### src/rtl/adc_result_regs.sv
module adc_result_regs #(
  parameter int RES_W  = 10,
  parameter int BYTE_W = 8
) (
  input  logic              clk,
  input  logic              rst_n,
  input  logic              res_valid,
  input  logic [RES_W-1:0]  res_data,
  input  logic              adj_left,
  input  logic              rd_lo,
  input  logic              rd_hi,
  output logic [BYTE_W-1:0] rd_data
);
  localparam int HI_BITS = RES_W - BYTE_W;
  localparam int PAD_W   = 2*BYTE_W - RES_W;

  logic [RES_W-1:0] cur_q, pend_q;
  logic             lock_q, pend_vld_q;

  logic [2*BYTE_W-1:0] word_r, word_l, word;
  assign word_r = {{PAD_W{1'b0}}, cur_q};
  assign word_l = {cur_q, {PAD_W{1'b0}}};
  assign word   = adj_left ? word_l : word_r;

  assign rd_data = rd_lo ? word[BYTE_W-1:0] :
                   rd_hi ? word[2*BYTE_W-1:BYTE_W] : '0;

  logic release_ev, lock_ev;
  assign release_ev = lock_q && rd_hi;
  assign lock_ev    = !lock_q && rd_lo && !rd_hi;

  always_ff @(posedge clk) begin
    if (!rst_n) begin
      cur_q      <= '0;
      pend_q     <= '0;
      lock_q     <= 1'b0;
      pend_vld_q <= 1'b0;
    end else if (release_ev) begin
      lock_q     <= 1'b0;
      pend_vld_q <= 1'b0;
      if (res_valid)       cur_q <= res_data;
      else if (pend_vld_q) cur_q <= pend_q;
    end else if (lock_q || lock_ev) begin
      lock_q <= 1'b1;
      if (res_valid) begin
        pend_q     <= res_data;
        pend_vld_q <= 1'b1;
      end
    end else if (res_valid) begin
      cur_q <= res_data;
    end
  end

  logic unused_ok;
  assign unused_ok = ^HI_BITS;
endmodule


### config.mk
export PLATFORM = sky130hd
export DESIGN_NAME = adc_result_regs
export DESIGN_NICKNAME = d
export VERILOG_FILES = /design/src/rtl/adc_result_regs.sv
export SDC_FILE = /design/constraint.sdc
export NUM_CORES = 1
export LEC_CHECK = 0
export ABC_CLOCK_PERIOD_IN_PS = 1700
export BUFFER_PORTS_ARGS = -buffer_cell sky130_fd_sc_hd__buf_2
export CAP_MARGIN = 20
export CELL_PAD_IN_SITES_DETAIL_PLACEMENT = 0
export CELL_PAD_IN_SITES_GLOBAL_PLACEMENT = 1
export CORE_ASPECT_RATIO = 1.1
export CORE_MARGIN = 3
export CORE_UTILIZATION = 41
export CTS_BUF_LIST = sky130_fd_sc_hd__clkbuf_16
export DETAILED_ROUTE_END_ITERATION = 8
export HOLD_SLACK_MARGIN = 0.1
export PLACE_DENSITY = 0.86
export SYNTH_ARGS = -nofsm -noshare
export SYNTH_HDL_FRONTEND = slang
export SYNTH_SLANG_ARGS = --single-unit
export TNS_END_PERCENT = 100
### constraint.sdc
create_clock -name clk -period 1.7 [get_ports clk]
set_input_delay 0.17 -clock clk [delete_from_list [all_inputs] [get_ports clk]]
set_output_delay 0.17 -clock clk [all_outputs]
set_load 0.02 [all_outputs]
Yosys cells after proc, flatten, opt, wreduce, memory -nomap -nowiden
Cells that the tools add are included. Widths: inputs -> output; s select.

Eq/ne operators: 1. Muxes and demuxes: 8. Bitwise gates (word level): 2. Reductions and logical operators: 12.

Operator list (count): $mux 10 (5); $mux 16 (1); $mux 8 (2); $reduce_and 3->1 (2); $reduce_bool 2->1 (2); $logic_and 1x1->1 (3); $logic_not 1->1 (2); $ne 2x2->1 const B (1); $not 1->1 (2); $reduce_and 2->1 (1); $reduce_or 2->1 (1); $logic_or 1x1->1 (1).

Register bits: 22. Bits of input ports: 16. Output and inout bits: 8. Word-level logic and storage cells: 27.

Depth between registers and ports, before layout
Word-level depth: 6. Mapped depth: 4. Gate-level depth less buffers: 3.

Worst setup path before layout
No wires, ideal clock.

Path type: in2out. From: in adj_left. To: out rd_data[2]. Arrival time: 1.003 ns. Required time: 1.530 ns. Path slack: 0.527 ns. Stages: 4. Buffers on the path: 1. Cell sequence: clkbuf_1 -> nand2_1 -> nor2_1 -> a22o_1.

Longest elaborated chain between the ends: 3.

RTL lines: start: declaration (RTL line 9) `input logic adj_left,`; $mux 16 (*) (RTL line 23) `assign word = adj_left ? word_l : word_r;`; $mux 8 (RTL line 26) `rd_hi ? word[2*BYTE_W-1:BYTE_W] : '0;`; $mux 8 (*) (RTL line 25) `assign rd_data = rd_lo ? word[BYTE_W-1:0] :`; end: declaration (RTL line 12) `output logic [BYTE_W-1:0] rd_data`.

Every way passes the cells marked *; elsewhere a longest branch is shown, timed or not.

Worst setup path after layout
From: reg lock_q. To: reg cur_q[9].

Longest elaborated chain between the ends: 6. Elaborated cells between the ends (all ways): 9. Those cells by class: eq/ne (1); mux (1); reduce/logical (7).

RTL lines: start: declaration (RTL line 18) `logic lock_q, pend_vld_q;`; start signal: assignment (RTL line 36) `lock_q <= 1'b0;`; start signal: assignment (RTL line 39) `lock_q <= 1'b0;`; start signal: assignment (RTL line 44) `lock_q <= 1'b1;`; $logic_not 1->1 (RTL line 30) `assign lock_ev = !lock_q && rd_lo && !rd_hi;`; $logic_and 1x1->1 (2 in series) (RTL line 30); $logic_or 1x1->1 (RTL line 43) `end else if (lock_q || lock_ev) begin`; $ne 2x2->1 (no line); $reduce_and 3->1 (no line); end signal: assignment (RTL line 41) `if (res_valid) cur_q <= res_data;`; end signal: assignment (RTL line 42) `else if (pend_vld_q) cur_q <= pend_q;`; end signal: assignment (RTL line 50) `cur_q <= res_data;`; end: declaration (RTL line 17) `logic [RES_W-1:0] cur_q, pend_q;`.

Parallel ways exist; a longest one is shown, timed or not. A chain may end at the register's enable or synchronous reset.

==> impl_metrics.py <==
metrics = {
    "status": {
        "status": "completed",
    },
    "pwr": {
        "power_frac_clock_pct": 39.6,
        "internal-power_mw": 0.931,
        "ir_drop_mv": 0.703,
        "finalPower_mw": 1.22,
        "seq_power_share_pct": 46.3,
        "total_leakage_power_nw": 0.594,
        "swShare_pct": 23.9,
        "p_sw_mw": 0.293,
        "p_per_area_nw_per_um2": 957,
        "combPwrFrac_pct": 14.1,
    },
    "clock_network": {
        "clockBufferDepth": 2,
        "clock-sinks": 22,
        "cts-buffers-inserted": 3,
        "post-cts-setup-buffers": 0,
        "cts_resized": 0,
        "clockRootBuffer": "clkbuf_16",
        "cts_tree": "yes",
        "hold_buffers": 0,
        "path_clk_slew_ns": 0.05,
        "htree_levels": 1,
        "clkLatencyLatePin_ns": 0.25,
    },
    "yosys": {
        "synth_mux_area_share_pct": 13.3,
        "synth-simple-area-share_pct": 13.6,
        "synth_top_family_by_area": "compound AO/OA/AOI/OAI gates",
        "postSynthCellCount": 123,
        "yosysWarnings": 0,
        "async_reset_ff_share_pct": 0,
        "synthAdderAreaFrac_pct": 0,
        "yosys.cell_types.count": 22,
        "synthXorXnorAreaFrac_pct": 0,
        "syn_nets": 139,
        "synth_ff_type": "dfxtp_1",
        "synth-seq-area-share_pct": 41.0,
        "synth_compound_area_share_pct": 26.6,
        "yosys_register_bits": 22,
        "syn_avg_cell_area_sq_um": 8.73,
        "synth_edf_count": 0,
        "syn_area_sq_um": 1070,
    },
    "floorplan": {
        "pin_count": 24,
        "num_rows": 18,
        "dieArea_sq_um": 3270,
        "die_h_um": 59.7,
        "die_w_um": 54.8,
        "initial_utilization_pct": 45.4,
        "core_sq_um": 2360,
    },
    "cells_and_area": {
        "syn2layout_area_growth_pct": 19.2,
        "final_cell_area_sq_um": 1280,
        "n_fill_cell": 244,
        "antennaDiodeCount": 0,
        "drive_above_1_share_pct": 22.2,
        "fin_nets": 161,
    },
    "worst_setup_path": {
        "cp-start-kind": "flop",
        "cp_cell_sequence": "nand3b_1 -> buf_4 -> mux2i_1 -> a221oi_1",
        "path_max_fanout": 7,
        "worst-path-buf-inv": 1,
        "critical_path_class": "flop to flop",
        "worstPathRequired_ns": 1.84,
        "crit_path_top_delay_cell": "dfxtp_1",
        "critPathMaxStageDelay_ns": 0.41,
        "path_delay_family": "flip-flops",
        "arrival_ns": 1.57,
        "endpoint_kind": "flop",
    },
    "hold_path": {
        "hp-class": "input pin to flop",
    },
    "detailed_routing": {
        "initialDrtViolationCount": 17,
        "dr.pass1.iters": 4,
        "wl_um": 2520,
        "ant_nets": 0,
        "viasPerCell": 5.68,
        "wl_per_cell_um": 14.5,
        "drc": 0,
        "vias": 989,
    },
    "timing": {
        "min_period_over_period_pct": 84.2,
        "skew_ns": 0.00282,
        "max_freq_mhz": 698,
        "hold_viol_final": 0,
        "worst_pin_slew_ns": 0.627,
        "rsz0062_at_grt": "false",
        "layout_setup_ws_ns": 0.268,
        "fin_crit_ns": 1.43,
        "setup_viol": 0,
        "setup-tns-final_ns": 0,
        "slew_headroom_pct": 58.2,
        "maxSlewViolCount": 0,
    },
    "placed_design": {
        "dpl-instance-area_sq_um": 1200,
        "dp.final_hpwl_um": 1860,
        "dp_slack_ns": 0.229,
        "globalplace.congestion": 0.798,
        "portBuffers": 23,
    },
    "global_route": {
        "grt_pass1_wl_um": 4370,
        "antenna_found_initial": 0,
        "track_usage_pct": 18.0,
        "grt.overflow.total": 0,
        "grt_max_degree": 22,
        "grt_pass1_vias": 972,
    },
    "job": {
        "max-cap-violations": 0,
    },
}
layout by cell type (no fill, tap or decap), types with 2 or more instances in the layout:
cell type and instances:
buf_4 3, and3_1 2, inv_1 3, a221oi_1 10, mux2i_1 12, mux2_2 2, a22o_1 6, dfxtp_1 22
o21ai_0 14, buf_2 23, nand3_1 10, clkbuf_16 3, nand2_1 5, nor2_1 12, a21oi_1 10
kinds of logic after synthesis:
kind of cell	Yosys count
AO/OA/AOI/OAI	43
AND/OR/NAND/NOR	32
flip-flops	22
multiplexers	14
buffers and inverters	12
cell type report:
type                       count  area (sq um)  share of cell area [%]
tap                           30          37.5                    2.93
inverter                       3          11.3                   0.880
clock inverter                 1          3.75                   0.293
multi-input combinational     89           574                    44.9
sequential                    22           440                    34.4
clock buffer                   3          75.1                    5.87
timing repair buffer          26           138                    10.8
cells in the mapped netlist, types with 2 or more instances:
cell | n | area (sq um)
a221oi_1 | 10 | 87.6
and3_1 | 2 | 12.5
a22o_1 | 6 | 52.6
a21oi_1 | 10 | 50.1
nand2_1 | 5 | 18.8
buf_2 | 2 | 10.0
o21ai_0 | 14 | 70.1
mux2i_1 | 12 | 120
inv_1 | 3 | 11.3
clkbuf_1 | 5 | 18.8
nor2_1 | 12 | 45.0
mux2_2 | 2 | 22.5
dfxtp_1 | 22 | 440
nand3_1 | 10 | 50.1
through the flow:
stage / hold slack [ns] / std cells / util (%)
4_1_cts: 0.166 / 174 / 54.1
2_1_floorplan: 0.316 / 123 / -
5_1_grt: 0.190 / 174 / 54.1
6_report: 0.166 / 174 / 54.1
3_3_place_gp: 0.408 / 170 / 50.8
3_5_place_dp: 0.424 / 170 / 50.8
power groups by stage:
stage / Clock [mW] / Sequential [mW] / Combinational (mW)
floorplan: 0 / 0.572 / 0.120
global placement: 0 / 0.578 / 0.166
detailed placement: 0 / 0.578 / 0.172
CTS: 0.497 / 0.567 / 0.173
global route: 0.513 / 0.572 / 0.194
finish: 0.485 / 0.568 / 0.172
sequential cells by signal (all words and copies together) (netlist names):
register and cells:
pend_q 10, lock_q 1, cur_q 10, pend_vld_q 1
worst paths after layout:
| path | from | to | slack, ns | cells past startpoint |
|---|---|---|---|---|
| setup / recovery | lock_q | cur_q[9] | 0.27 | 4 |
| hold / removal | rst_n | pend_vld_q | 0.17 | 2 |
| hold reg to reg | pend_q[9] | pend_q[9] | 0.47 | 2 |
| setup reg to reg | lock_q | cur_q[9] | 0.27 | 4 |
metal layers:
layer	GRT usage, %	share of wire (%)	vias up
li1	-	-	500
met1	22.6	44	457
met2	30.2	49	30
met3	2.74	6.5	2
met4	6.76	0.52	0
met5	0	0	-
worst reg2reg max path: stages (launching register included):
cell	delay [ns]
dfxtp_1	0.41
nand3b_1	0.22
buf_4	0.24
mux2i_1	0.14
a221oi_1	0.32
Note: power is estimated with default switching activity, not from simulation.
